===== config.mk =====
export PLATFORM = sky130hd
export DESIGN_NAME = prio_irq_ctrl
export DESIGN_NICKNAME = d
export VERILOG_FILES = /design/src/rtl/irq_pkg.sv /design/src/rtl/irq_pick.sv /design/src/rtl/irq_nest.sv /design/src/rtl/prio_irq_ctrl.sv
export SDC_FILE = /design/constraint.sdc
export NUM_CORES = 1
export LEC_CHECK = 0
export CAP_MARGIN = 40
export CORE_MARGIN = 1.5
export CORE_UTILIZATION = 41
export CTS_CLUSTER_DIAMETER = 150
export CTS_CLUSTER_SIZE = 25
export DETAILED_ROUTE_END_ITERATION = 10
export PLACE_DENSITY = 0.89
export SLEW_MARGIN = 10
export SYNTH_ARGS = -nofsm -noshare
export SYNTH_HDL_FRONTEND = slang
export SYNTH_SLANG_ARGS = --single-unit

===== constraint.sdc =====
create_clock -name clk -period 2.6 [get_ports clk]
set_input_delay 0.26 -clock clk [delete_from_list [all_inputs] [get_ports clk]]
set_output_delay 0.26 -clock clk [all_outputs]
set_load 0.005 [all_outputs]

===== src/rtl/irq_pkg.sv =====
package irq_pkg;
    localparam int NSRC      = 6;
    localparam int IDXW      = $clog2(NSRC);
    localparam int AW        = 16;
    localparam int VEC_BASE  = 3;
    localparam int VEC_SHIFT = 3;

    typedef enum logic [1:0] {
        ST_IDLE  = 2'd0,
        ST_ACK   = 2'd1,
        ST_DEFER = 2'd2
    } seq_state_t;
endpackage


===== src/rtl/irq_pick.sv =====
module irq_pick #(
    parameter int N = 6,
    parameter int W = $clog2(N)
) (
    input  logic [N-1:0] cand_i,
    output logic         found_o,
    output logic [W-1:0] idx_o
);
    always_comb begin
        found_o = 1'b0;
        idx_o   = '0;
        for (int i = N - 1; i >= 0; i--) begin
            if (cand_i[i]) begin
                found_o = 1'b1;
                idx_o   = W'(i);
            end
        end
    end
endmodule


===== src/rtl/irq_nest.sv =====
module irq_nest (
    input  logic       clk,
    input  logic       rst_n,
    input  logic       set_lo_i,
    input  logic       set_hi_i,
    input  logic       retire_i,
    output logic [1:0] isv_o
);
    always_ff @(posedge clk) begin
        if (!rst_n) begin
            isv_o <= 2'b00;
        end else if (retire_i) begin
            if (isv_o[1]) isv_o[1] <= 1'b0;
            else          isv_o[0] <= 1'b0;
        end else begin
            if (set_hi_i) isv_o[1] <= 1'b1;
            if (set_lo_i) isv_o[0] <= 1'b1;
        end
    end
endmodule


===== src/rtl/prio_irq_ctrl.sv =====
module prio_irq_ctrl
    import irq_pkg::*;
#(
    parameter logic [NSRC-1:0] AUTO_CLR = 6'b001111
) (
    input  logic            clk,
    input  logic            rst_n,
    input  logic            instr_end_i,
    input  logic            reti_i,
    input  logic            sfr_wr_i,
    input  logic            ea_i,
    input  logic [NSRC-1:0] en_i,
    input  logic [NSRC-1:0] prio_i,
    input  logic [NSRC-1:0] req_i,
    output logic            take_o,
    output logic [AW-1:0]   vector_o,
    output logic [NSRC-1:0] clr_o,
    output logic [1:0]      in_service_o
);
    seq_state_t state_q, state_d;

    logic [NSRC-1:0] live;
    logic [NSRC-1:0] cand_hi, cand_lo;
    logic            hi_found, lo_found;
    logic [IDXW-1:0] hi_idx, lo_idx;
    logic            special, plain_end, fire, fire_hi;
    logic [IDXW-1:0] win_idx;

    assign live    = req_i & en_i & {NSRC{ea_i}};
    assign cand_hi = live &  prio_i & {NSRC{~in_service_o[1]}};
    assign cand_lo = live & ~prio_i & {NSRC{in_service_o == 2'b00}};

    irq_pick #(.N(NSRC), .W(IDXW)) u_pick_hi (
        .cand_i (cand_hi),
        .found_o(hi_found),
        .idx_o  (hi_idx)
    );

    irq_pick #(.N(NSRC), .W(IDXW)) u_pick_lo (
        .cand_i (cand_lo),
        .found_o(lo_found),
        .idx_o  (lo_idx)
    );

    assign special   = reti_i | sfr_wr_i;
    assign plain_end = instr_end_i & ~special;
    assign fire      = plain_end & (hi_found | lo_found) & (state_q != ST_ACK);
    assign fire_hi   = hi_found;
    assign win_idx   = hi_found ? hi_idx : lo_idx;

    irq_nest u_nest (
        .clk     (clk),
        .rst_n   (rst_n),
        .set_lo_i(fire & ~fire_hi),
        .set_hi_i(fire &  fire_hi),
        .retire_i(instr_end_i & reti_i),
        .isv_o   (in_service_o)
    );

    always_comb begin
        state_d = state_q;
        unique case (state_q)
            ST_IDLE: begin
                if (instr_end_i && special) state_d = ST_DEFER;
                else if (fire)              state_d = ST_ACK;
            end
            ST_ACK: begin
                state_d = ST_IDLE;
            end
            ST_DEFER: begin
                if (instr_end_i && special) state_d = ST_DEFER;
                else if (fire)              state_d = ST_ACK;
                else if (instr_end_i)       state_d = ST_IDLE;
            end
            default: state_d = ST_IDLE;
        endcase
    end

    always_ff @(posedge clk) begin
        if (!rst_n) state_q <= ST_IDLE;
        else        state_q <= state_d;
    end

    always_ff @(posedge clk) begin
        if (!rst_n) begin
            take_o   <= 1'b0;
            vector_o <= '0;
            clr_o    <= '0;
        end else begin
            take_o <= fire;
            clr_o  <= '0;
            if (fire) begin
                vector_o <= AW'(VEC_BASE) + (AW'(win_idx) << VEC_SHIFT);
                clr_o    <= (NSRC'(1) << win_idx) & AUTO_CLR;
            end
        end
    end
endmodule


* Word level (Yosys, flattened, before mapping)
Cells that the tools add are included.
Storage, ports and cells: flip-flop bits (word level) 27, input bits 24, output and inout bits 25, logic and storage cells 75
Operators by class: $add $sub $neg 1, eq/ne operators 5, shifts and indexed selects 1, muxes and demuxes 34, bitwise operators 19, reductions and logical operators 8
Operators by type and width (number):
- $mux 3 | 13
- $and 6x6->6 | 6
- $mux 1 | 15
- $mux 2 | 5
- $add 2x6->7 const A | 1
- $and 1x1->1 | 6
- $not 6->6 | 1
- $reduce_and 2->1 | 3
- $logic_not 2->1 | 2
- $ne 4x4->1 const B | 1
- $not 1->1 | 4
- $pmux 2 s2 | 1
- $shl 1x3->4 const A | 1
- $ne 3x3->1 const B | 1
- $eq 2x2->1 const B | 1
- $ne 2x1->1 const B | 1
- $ne 2x2->1 const B | 1
- $or 1x1->1 | 2
- $reduce_bool 2->1 | 1
- $reduce_or 2->1 | 1
- $logic_and 1x1->1 | 1

* Logic depth before layout (Yosys ltp)
Gate-level depths: netlist of run 1.
depth in word-level cells 16, gate-level depth with buffers 7, depth with buffers taken out 6

* By module
A second synthesis of run 1 with hierarchy kept.
Second synthesis, totals: cell total of the unflattened synthesis 110, area, all modules 907.1 um^2
By module, submodules not included:
- prio_irq_ctrl | times used 1, cells each 82, area each 718.2 um^2, sequential area each 220.2 um^2
- irq_pick | times used 2, cells each 10, area each 57.6 um^2, sequential area each 0.0 um^2
- irq_nest | times used 1, cells each 8, area each 73.8 um^2, sequential area each 40.0 um^2

* Worst setup path after synthesis of run 1
Ideal clock, no wire load.
path kind reg2reg, start register u_nest.isv_o[0], end register u_nest.isv_o[0], library setup time 0.066 ns, arrival time 1.584 ns, required time 2.534 ns, slack 0.951 ns, stages on the path, launching flop included 8, buffers on the path 1, clock period less this slack 1.649 ns, cells stage by stage dfxtp_1 > or3b_1 > buf_6 > a21o_4 > nor4b_4 > a21boi_4 > nand3_2 > a21boi_2
Between the ends: longest elaborated chain between the ends 14
RTL lines:
- start, declared | RTL line irq_nest.sv:7 | output logic [1:0] isv_o
- start signal, assigned | RTL line irq_nest.sv:11 | isv_o <= 2'b00;
- start signal, assigned | RTL line irq_nest.sv:14 | else isv_o[0] <= 1'b0;
- start signal, assigned | RTL line irq_nest.sv:17 | if (set_lo_i) isv_o[0] <= 1'b1;
- $logic_not 2->1 (*) | RTL line prio_irq_ctrl.sv:31 | assign cand_lo = live & ~prio_i & {NSRC{in_service_o == 2'b00}};
- $and 6x6->6 (*) | RTL line prio_irq_ctrl.sv:31
- $mux 1 (5 in a row) | RTL line irq_pick.sv:13 | if (cand_i[i]) begin
- $mux 1 (*) | RTL line irq_pick.sv:13
- $or 1x1->1 (*) | RTL line prio_irq_ctrl.sv:47 | assign fire = plain_end & (hi_found | lo_found) & (state_q != ST_ACK);
- $and 1x1->1 (*) (2 in a row) | RTL line prio_irq_ctrl.sv:47
- $and 1x1->1 (*) | RTL line prio_irq_ctrl.sv:54 | .set_lo_i(fire & ~fire_hi),
- $reduce_bool 2->1 (no line) (*)
- $reduce_and 2->1 (no line) (*)
Mark *: on every way between the ends. The rest lies on a longest branch, timed or not. A chain may end at the register's enable or synchronous reset.

* Worst setup path in the final report of run 1
start input ea_i, end register u_nest.isv_o[0]
Between the ends: longest elaborated chain between the ends 15, elaborated cells between the ends (all ways) 24, classes of those cells mux: 12; bitwise: 10; reduce/logical: 2
RTL lines:
- start, declared | RTL line prio_irq_ctrl.sv:11 | input logic ea_i,
- $and 6x6->6 (*) | RTL line prio_irq_ctrl.sv:29 | assign live = req_i & en_i & {NSRC{ea_i}};
- $and 6x6->6, on equally long branches (2 in a row) | RTL line prio_irq_ctrl.sv:30, prio_irq_ctrl.sv:31
- $mux 1 (6 in a row) | RTL line irq_pick.sv:13
- $or 1x1->1 | RTL line prio_irq_ctrl.sv:47
- $and 1x1->1 (2 in a row) | RTL line prio_irq_ctrl.sv:47
- $and 1x1->1 (*) | RTL line prio_irq_ctrl.sv:54
- $reduce_bool 2->1 (no line) (*)
- $reduce_and 2->1 (no line) (*)
Marked as above.

==> results of run 1 <==
## cell type report
type | instances | share of cell area, %
Clock buffer | 4 | 2.16
Timing Repair Buffer | 35 | 28.8
Inverter | 3 | 0.926
Multi-Input combinational cell | 87 | 43.9
Sequential cell | 13 | 21.4
Tap cell | 27 | 2.78
## kinds of logic after synthesis
| family | Yosys count |
|---|---|
| AND/OR/NAND/NOR | 45 |
| AO/OA/AOI/OAI | 29 |
| buffers and inverters | 20 |
| flip-flops | 13 |
| other | 1 |
## critical path, cell delays in order
cell and delay, ns:
clkdlybuf4s50_1 0.49, or3b_1 0.51, a21o_4 0.25, nor4b_4 0.14, a21boi_4 0.23, nand3_2 0.11, a21boi_2 0.15
## state kept, by name, summed over array words and instances, names as in the netlist
register      cells
clr_o             4
state_q           2
u_nest.isv_o      2
vector_o          4
take_o            1
## metal layers
| metal | vias up | share of wire [%] |
|---|---|---|
| li1 | 421 | - |
| met1 | 389 | 42 |
| met2 | 37 | 50 |
| met3 | 2 | 6.2 |
| met4 | 0 | 1.4 |
| met5 | - | 0 |
## per-stage QoR
| stage | util [%] | instance area, sq um | instances | worst slack (ns) |
|---|---|---|---|---|
| floorplan | - | 932 | 120 | 0.951 |
| global placement | 59.4 | 1190 | 165 | 0.452 |
| detailed placement | 59.4 | 1190 | 165 | 0.370 |
| CTS | 60.8 | 1220 | 169 | 0.663 |
| global route | 60.8 | 1220 | 169 | 0.585 |
| finish | 60.8 | 1220 | 169 | 0.671 |
## worst paths after layout
check | cells past startpoint | slack (ns) | from | endpoint
setup reg to reg | 6 | 0.76 | u_nest.isv_o[1] | vector_o[3]
setup / recovery | 7 | 0.67 | ea_i | u_nest.isv_o[0]
hold / removal | 1 | 0.46 | state_q[0] | state_q[1]
hold reg to reg | 1 | 0.46 | state_q[0] | state_q[1]
## cell usage in the layout (no fill, tap or decap), types with 2 or more instances in the layout
cell type	synthesis	layout
a21oi_1	7	7
a21oi_2	2	2
clkbuf_4	0	3
clkdlybuf4s50_1	0	35
conb_1	1	13
dfxtp_1	13	13
inv_1	3	3
nand2_1	7	7
nand3_1	6	6
nand3b_1	7	7
nor2_1	11	11
nor2_2	2	2
nor3b_1	2	2
o21a_1	2	2
o21ai_0	6	6
or2_2	2	2
## power by group through the flow
stage	registers [mW]	logic (mW)	clock network [mW]
final	0.207	0.122	0.121
after global routing	0.208	0.133	0.136
after CTS	0.207	0.121	0.125
after detailed placement	0.212	0.121	0
after global placement	0.211	0.117	0
after floorplan	0.212	0.0825	0
==> results.json, run 1 <==
{
  "finalHoldViolCount": 0,
  "synth_top_family_by_area": "simple AND/OR/NAND/NOR gates",
  "n_fill_cell": 192,
  "drive_gt1_share_pct": 11.3,
  "rsz0062_at_grt": "false",
  "worstPathArrival_ns": 2.15,
  "synth_xor_area_share_pct": 0,
  "grt_antenna_before_repair": 0,
  "p_leak_nw": 0.452,
  "grt_use_met1_pct": 18.3,
  "areaGrowthSynthToFinish_pct": 37.1,
  "cts_tree": "done",
  "p_switching_uw": 121,
  "final.min_clock_period_ns": 1.93,
  "clk_pin_slew_ns": 0.08,
  "synthCells": 108,
  "yosysWarnings": 0,
  "yosysSeqAreaShare_pct": 29.3,
  "clock_latency_ns": 0.27,
  "cts_setup_buffers": 0,
  "synth_top_area_share_pct": 29.3,
  "clkSinkCount": 13,
  "vdd_drop_max_mv": 0.272,
  "vias": 849,
  "max_clock_freq_mhz": 518,
  "antenna_left": 0,
  "portBuffers": 35,
  "synthTopCellsByArea": "dfxtp_1 29%, buf_4 12%, nand3b_1 5.9%",
  "start_kind": "input port",
  "synth-seq-cells": 13,
  "swShare_pct": 26.9,
  "async_flop_share_pct": 0,
  "drtIter0Drc": 13,
  "synth_compound_area_share_pct": 23.7,
  "combPwrFrac_pct": 27.0,
  "core-area_sq_mm": 0.00200,
  "post-synth-top-count-cell": "buf_4",
  "met2_usage_pct": 28.6,
  "io_pins": 49,
  "grt_overflow_total": 0,
  "initial_utilization_pct": 44.3,
  "synth_top_area_cell": "dfxtp_1",
  "gp_congestion": 0.743,
  "viasPerCell": 5.02,
  "wl_um": 1910,
  "track_usage_pct": 16.4,
  "cp.required_ns": 2.82,
  "grt_pass1_wl_um": 3150,
  "multi_input_area_sq_um": 534,
  "cts_resized": 0,
  "grt_max_degree": 11,
  "syn_area_per_cell_sq_um": 8.21,
  "synth_area_sq_um": 887,
  "status": "finished clean",
  "synthFlopType": "dfxtp_1",
  "cts_buffers": 3,
  "grt_use_met3_pct": 5.45,
  "p_int_uw": 329,
  "firstDrtPassIters": 4,
  "period_share_pct": 74.2,
  "seq_area_sq_um": 260,
  "die_x_um": 49.5,
  "min_path_type": "reg2reg",
  "synth.top_cells.by_count": "14 x buf_4, 13 x dfxtp_1, 11 x nor2_1",
  "grt_pass1_vias": 798,
  "die_h_um": 49.5,
  "worstSetupPathType": "in2reg",
  "path_max_fanout": 8,
  "diodes": 0,
  "grt-busiest-layer": "met2",
  "die_area_sq_mm": 0.00245,
  "setup_violations": 0,
  "synth_fa_ha_area_share_pct": 0,
  "power.total_uw": 450,
  "rows": 16,
  "hpwl_um": 1580,
  "fin_tns_setup_ns": 0,
  "synth-simple-area-share_pct": 31.0,
  "fin_skew_ns": 0.00793,
  "cts_root_buf": "clkbuf_4",
  "seqPwrFrac_pct": 46.0,
  "slew_viol_final": 0,
  "cts.htree.levels": 1,
  "routedWlPerCell_um": 11.3,
  "synth_edf_count": 0,
  "p_clk_share_pct": 27.0,
  "cp-end-kind": "flop",
  "power_density_mw_per_mm2": 370,
  "drc_errors": 0,
  "ctsHoldBuffers": 0,
  "ys_types": 37,
  "synth.area.mux_share_pct": 0,
  "ctsLongestPathBuffers": 2,
  "layout.nets": 167,
  "hold_slack_ns": 0.457,
  "cap_violations": 0
}
No activity file was read; power rests on OpenSTA's default activity.
==> run 2: changes to the inputs <==
--- a/config.mk
+++ b/config.mk
@@ -7,11 +7,11 @@
 export LEC_CHECK = 0
 export CAP_MARGIN = 40
 export CORE_MARGIN = 1.5
-export CORE_UTILIZATION = 41
+export CORE_UTILIZATION = 34
 export CTS_CLUSTER_DIAMETER = 150
 export CTS_CLUSTER_SIZE = 25
 export DETAILED_ROUTE_END_ITERATION = 10
-export PLACE_DENSITY = 0.89
+export PLACE_DENSITY = 0.8
 export SLEW_MARGIN = 10
 export SYNTH_ARGS = -nofsm -noshare
 export SYNTH_HDL_FRONTEND = slang
==> constraint.sdc (replaced) <==
create_clock -name clk -period 1.6 [get_ports clk]
set_input_delay 0.16 -clock clk [delete_from_list [all_inputs] [get_ports clk]]
set_output_delay 0.16 -clock clk [all_outputs]
set_load 0.005 [all_outputs]
==> run 2 against run 1 <==
Against the previous run:
- cell count increased by 15%
- total power rose by 74%
- die area is 19% higher
- clock skew is essentially flat
- the run now ends with negative setup slack left
- first-iteration DRC count increased by 46%
- flip-flop and latch count unchanged
- critical path depth decreased by 1
- largest power group unchanged
- non-clock buffer count increased by 22
- count of clock-buffer cells in the layout unchanged
- routed wire length up 14%
- clock power rose by 64%
- worst setup slack worse by 0.72 ns
==> results.json, run 2 (synthesis gave the netlist of run 1 again) <==
{
  "status": "complete, but fails checks",
  "violations": "negative setup slack",
  "drive_gt1_share_pct": 27.4,
  "die_area_sq_mm": 0.00292,
  "r2r-start": "u_nest.isv_o[1]",
  "track_usage_pct": 17.0,
  "rsz0062_at_grt": "true",
  "finalHoldViolCount": 0,
  "final_common_cell": "clkdlybuf4s50_1",
  "setup_slack_ns": -0.0508,
  "path_cells": "or3b_4 -> a21o_4 -> nor4b_4 -> a21oi_2 -> o21ai_1 -> nor2_1",
  "cts.htree.levels": 1,
  "drc_errors": 0,
  "power_density_mw_per_mm2": 551,
  "core-area_sq_mm": 0.00248,
  "critPathLaunch": "u_nest.isv_o[1]",
  "fin_skew_ns": 0.00748,
  "initial_utilization_pct": 35.8,
  "portBuffers": 35,
  "p_leak_nw": 0.567,
  "gp_congestion": 0.850,
  "post_dp_cell_area_sq_mm": 0.00135,
  "layout.nets": 189,
  "worstPathArrival_ns": 1.85,
  "final_cell_area_sq_mm": 0.00142,
  "firstDrtPassIters": 4,
  "vdd_drop_max_mv": 0.430,
  "cts_tree": "done",
  "grt_overflow_total": 0,
  "max_clock_freq_mhz": 606,
  "cp-end-kind": "flop",
  "period_share_pct": 103,
  "rows": 18,
  "vias": 925,
  "start_kind": "flop",
  "finalNonFillerCells": 194,
  "grt_antenna_before_repair": 0,
  "ctsLongestPathBuffers": 2,
  "cap_violations": 0,
  "reg2reg_to": "clr_o[1]",
  "largest_registers": "clr_o x4, vector_o x4",
  "clock_latency_ns": 0.27,
  "max_stage_delay_ns": 0.46,
  "clk_pin_slew_ns": 0.08,
  "place_inst": 188,
  "setup_violations": 9,
  "areaGrowthSynthToFinish_pct": 59.7,
  "slew_viol_final": 0,
  "cp.required_ns": 1.80,
  "r2r_setup_slack_ns": -0.05,
  "wl_um": 2180,
  "grt_pass1_vias": 884,
  "fin_tns_setup_ns": -0.286,
  "die_x_um": 54.1,
  "hpwl_um": 1780,
  "viasPerCell": 4.77,
  "antenna_left": 0,
  "ctsHoldBuffers": 0,
  "worstSetupPathType": "reg2reg",
  "grt_max_degree": 10,
  "min_path_type": "reg2reg",
  "routedWlPerCell_um": 11.2,
  "diodes": 0,
  "clkSinkCount": 13,
  "die_h_um": 54.1,
  "n_fill_cell": 235,
  "cts_buffers": 3,
  "final.min_clock_period_ns": 1.65,
  "path_max_fanout": 7,
  "critical_path.endpoint": "clr_o[1]",
  "drtIter0Drc": 19,
  "final_cell_mix": "34 x clkdlybuf4s50_1, 22 x buf_4, 13 x conb_1, 12 x dfxtp_1, 11 x nor2_1",
  "cp_slowest_cell": "or3b_4",
  "cts_root_buf": "clkbuf_4",
  "io_pins": 49,
  "rr_worst_depth": 6,
  "hp-start": "state_q[0]",
  "grt_pass1_wl_um": 3690
}
run 2: area by class of cell:
| type | count | area, sq um | area share (%) |
|---|---|---|---|
| clock buffers | 4 | 26.3 | 1.86 |
| inverters | 3 | 11.3 | 0.795 |
| multi-input cells | 87 | 566 | 39.9 |
| well taps | 30 | 37.5 | 2.65 |
| repair buffers | 57 | 514 | 36.3 |
| flip-flops and latches | 13 | 262 | 18.5 |
run 2: worst min-delay path by stage:
stage	end	slack (ns)	depth (start not counted)
6_report	state_q[1]	0.45	1
5_1_grt	state_q[1]	0.49	1
4_1_cts	state_q[1]	0.44	1
3_5_place_dp	state_q[1]	0.44	1
3_3_place_gp	state_q[1]	0.43	1
2_1_floorplan	state_q[1]	0.33	2
run 2: where the power goes:
group          switching (mW)  internal [mW]
Combinational           0.104          0.142
Clock                   0.102         0.0966
Sequential            0.00453          0.332
run 2: repair_timing:
| action | in CTS | in global routing |
|---|---|---|
| endpoints found under the setup margin | 10 | 9 |
| endpoints found under the hold margin | 0 | 0 |
| buffers inserted | 2 | 1 |
| pin swaps | 5 | 0 |
| gates resized for setup | 5 | 4 |
run 2: worst max-delay path, delay by kind of cell, from the launching register on:
family	cells	cell delay, ns
and+or+nand+nor	3	0.73
DFF	1	0.33
AOI/OAI and AO/OA	3	0.52
run 2: metrics by stage:
stage                     power (mW)  util [%]  hold WS, ns  setup slack [ns]
after floorplan                0.478         -        0.330           -0.0189
after global placement         0.567      54.3        0.433            -0.384
after detailed placement       0.573      54.3        0.439            -0.447
after CTS                      0.784      56.2        0.444           -0.0501
after global routing           0.829      57.2        0.487            -0.133
final                          0.781      57.2        0.445           -0.0508
run 2: layer usage:
layer | GRT usage [%] | wire [um] | part of all wire, %
met1 | 19.2 | 911 | 42
met2 | 31.1 | 1140 | 52
met5 | 0 | 0 | 0
met3 | 5.00 | 115 | 5.3
met4 | 4.17 | 9 | 0.41
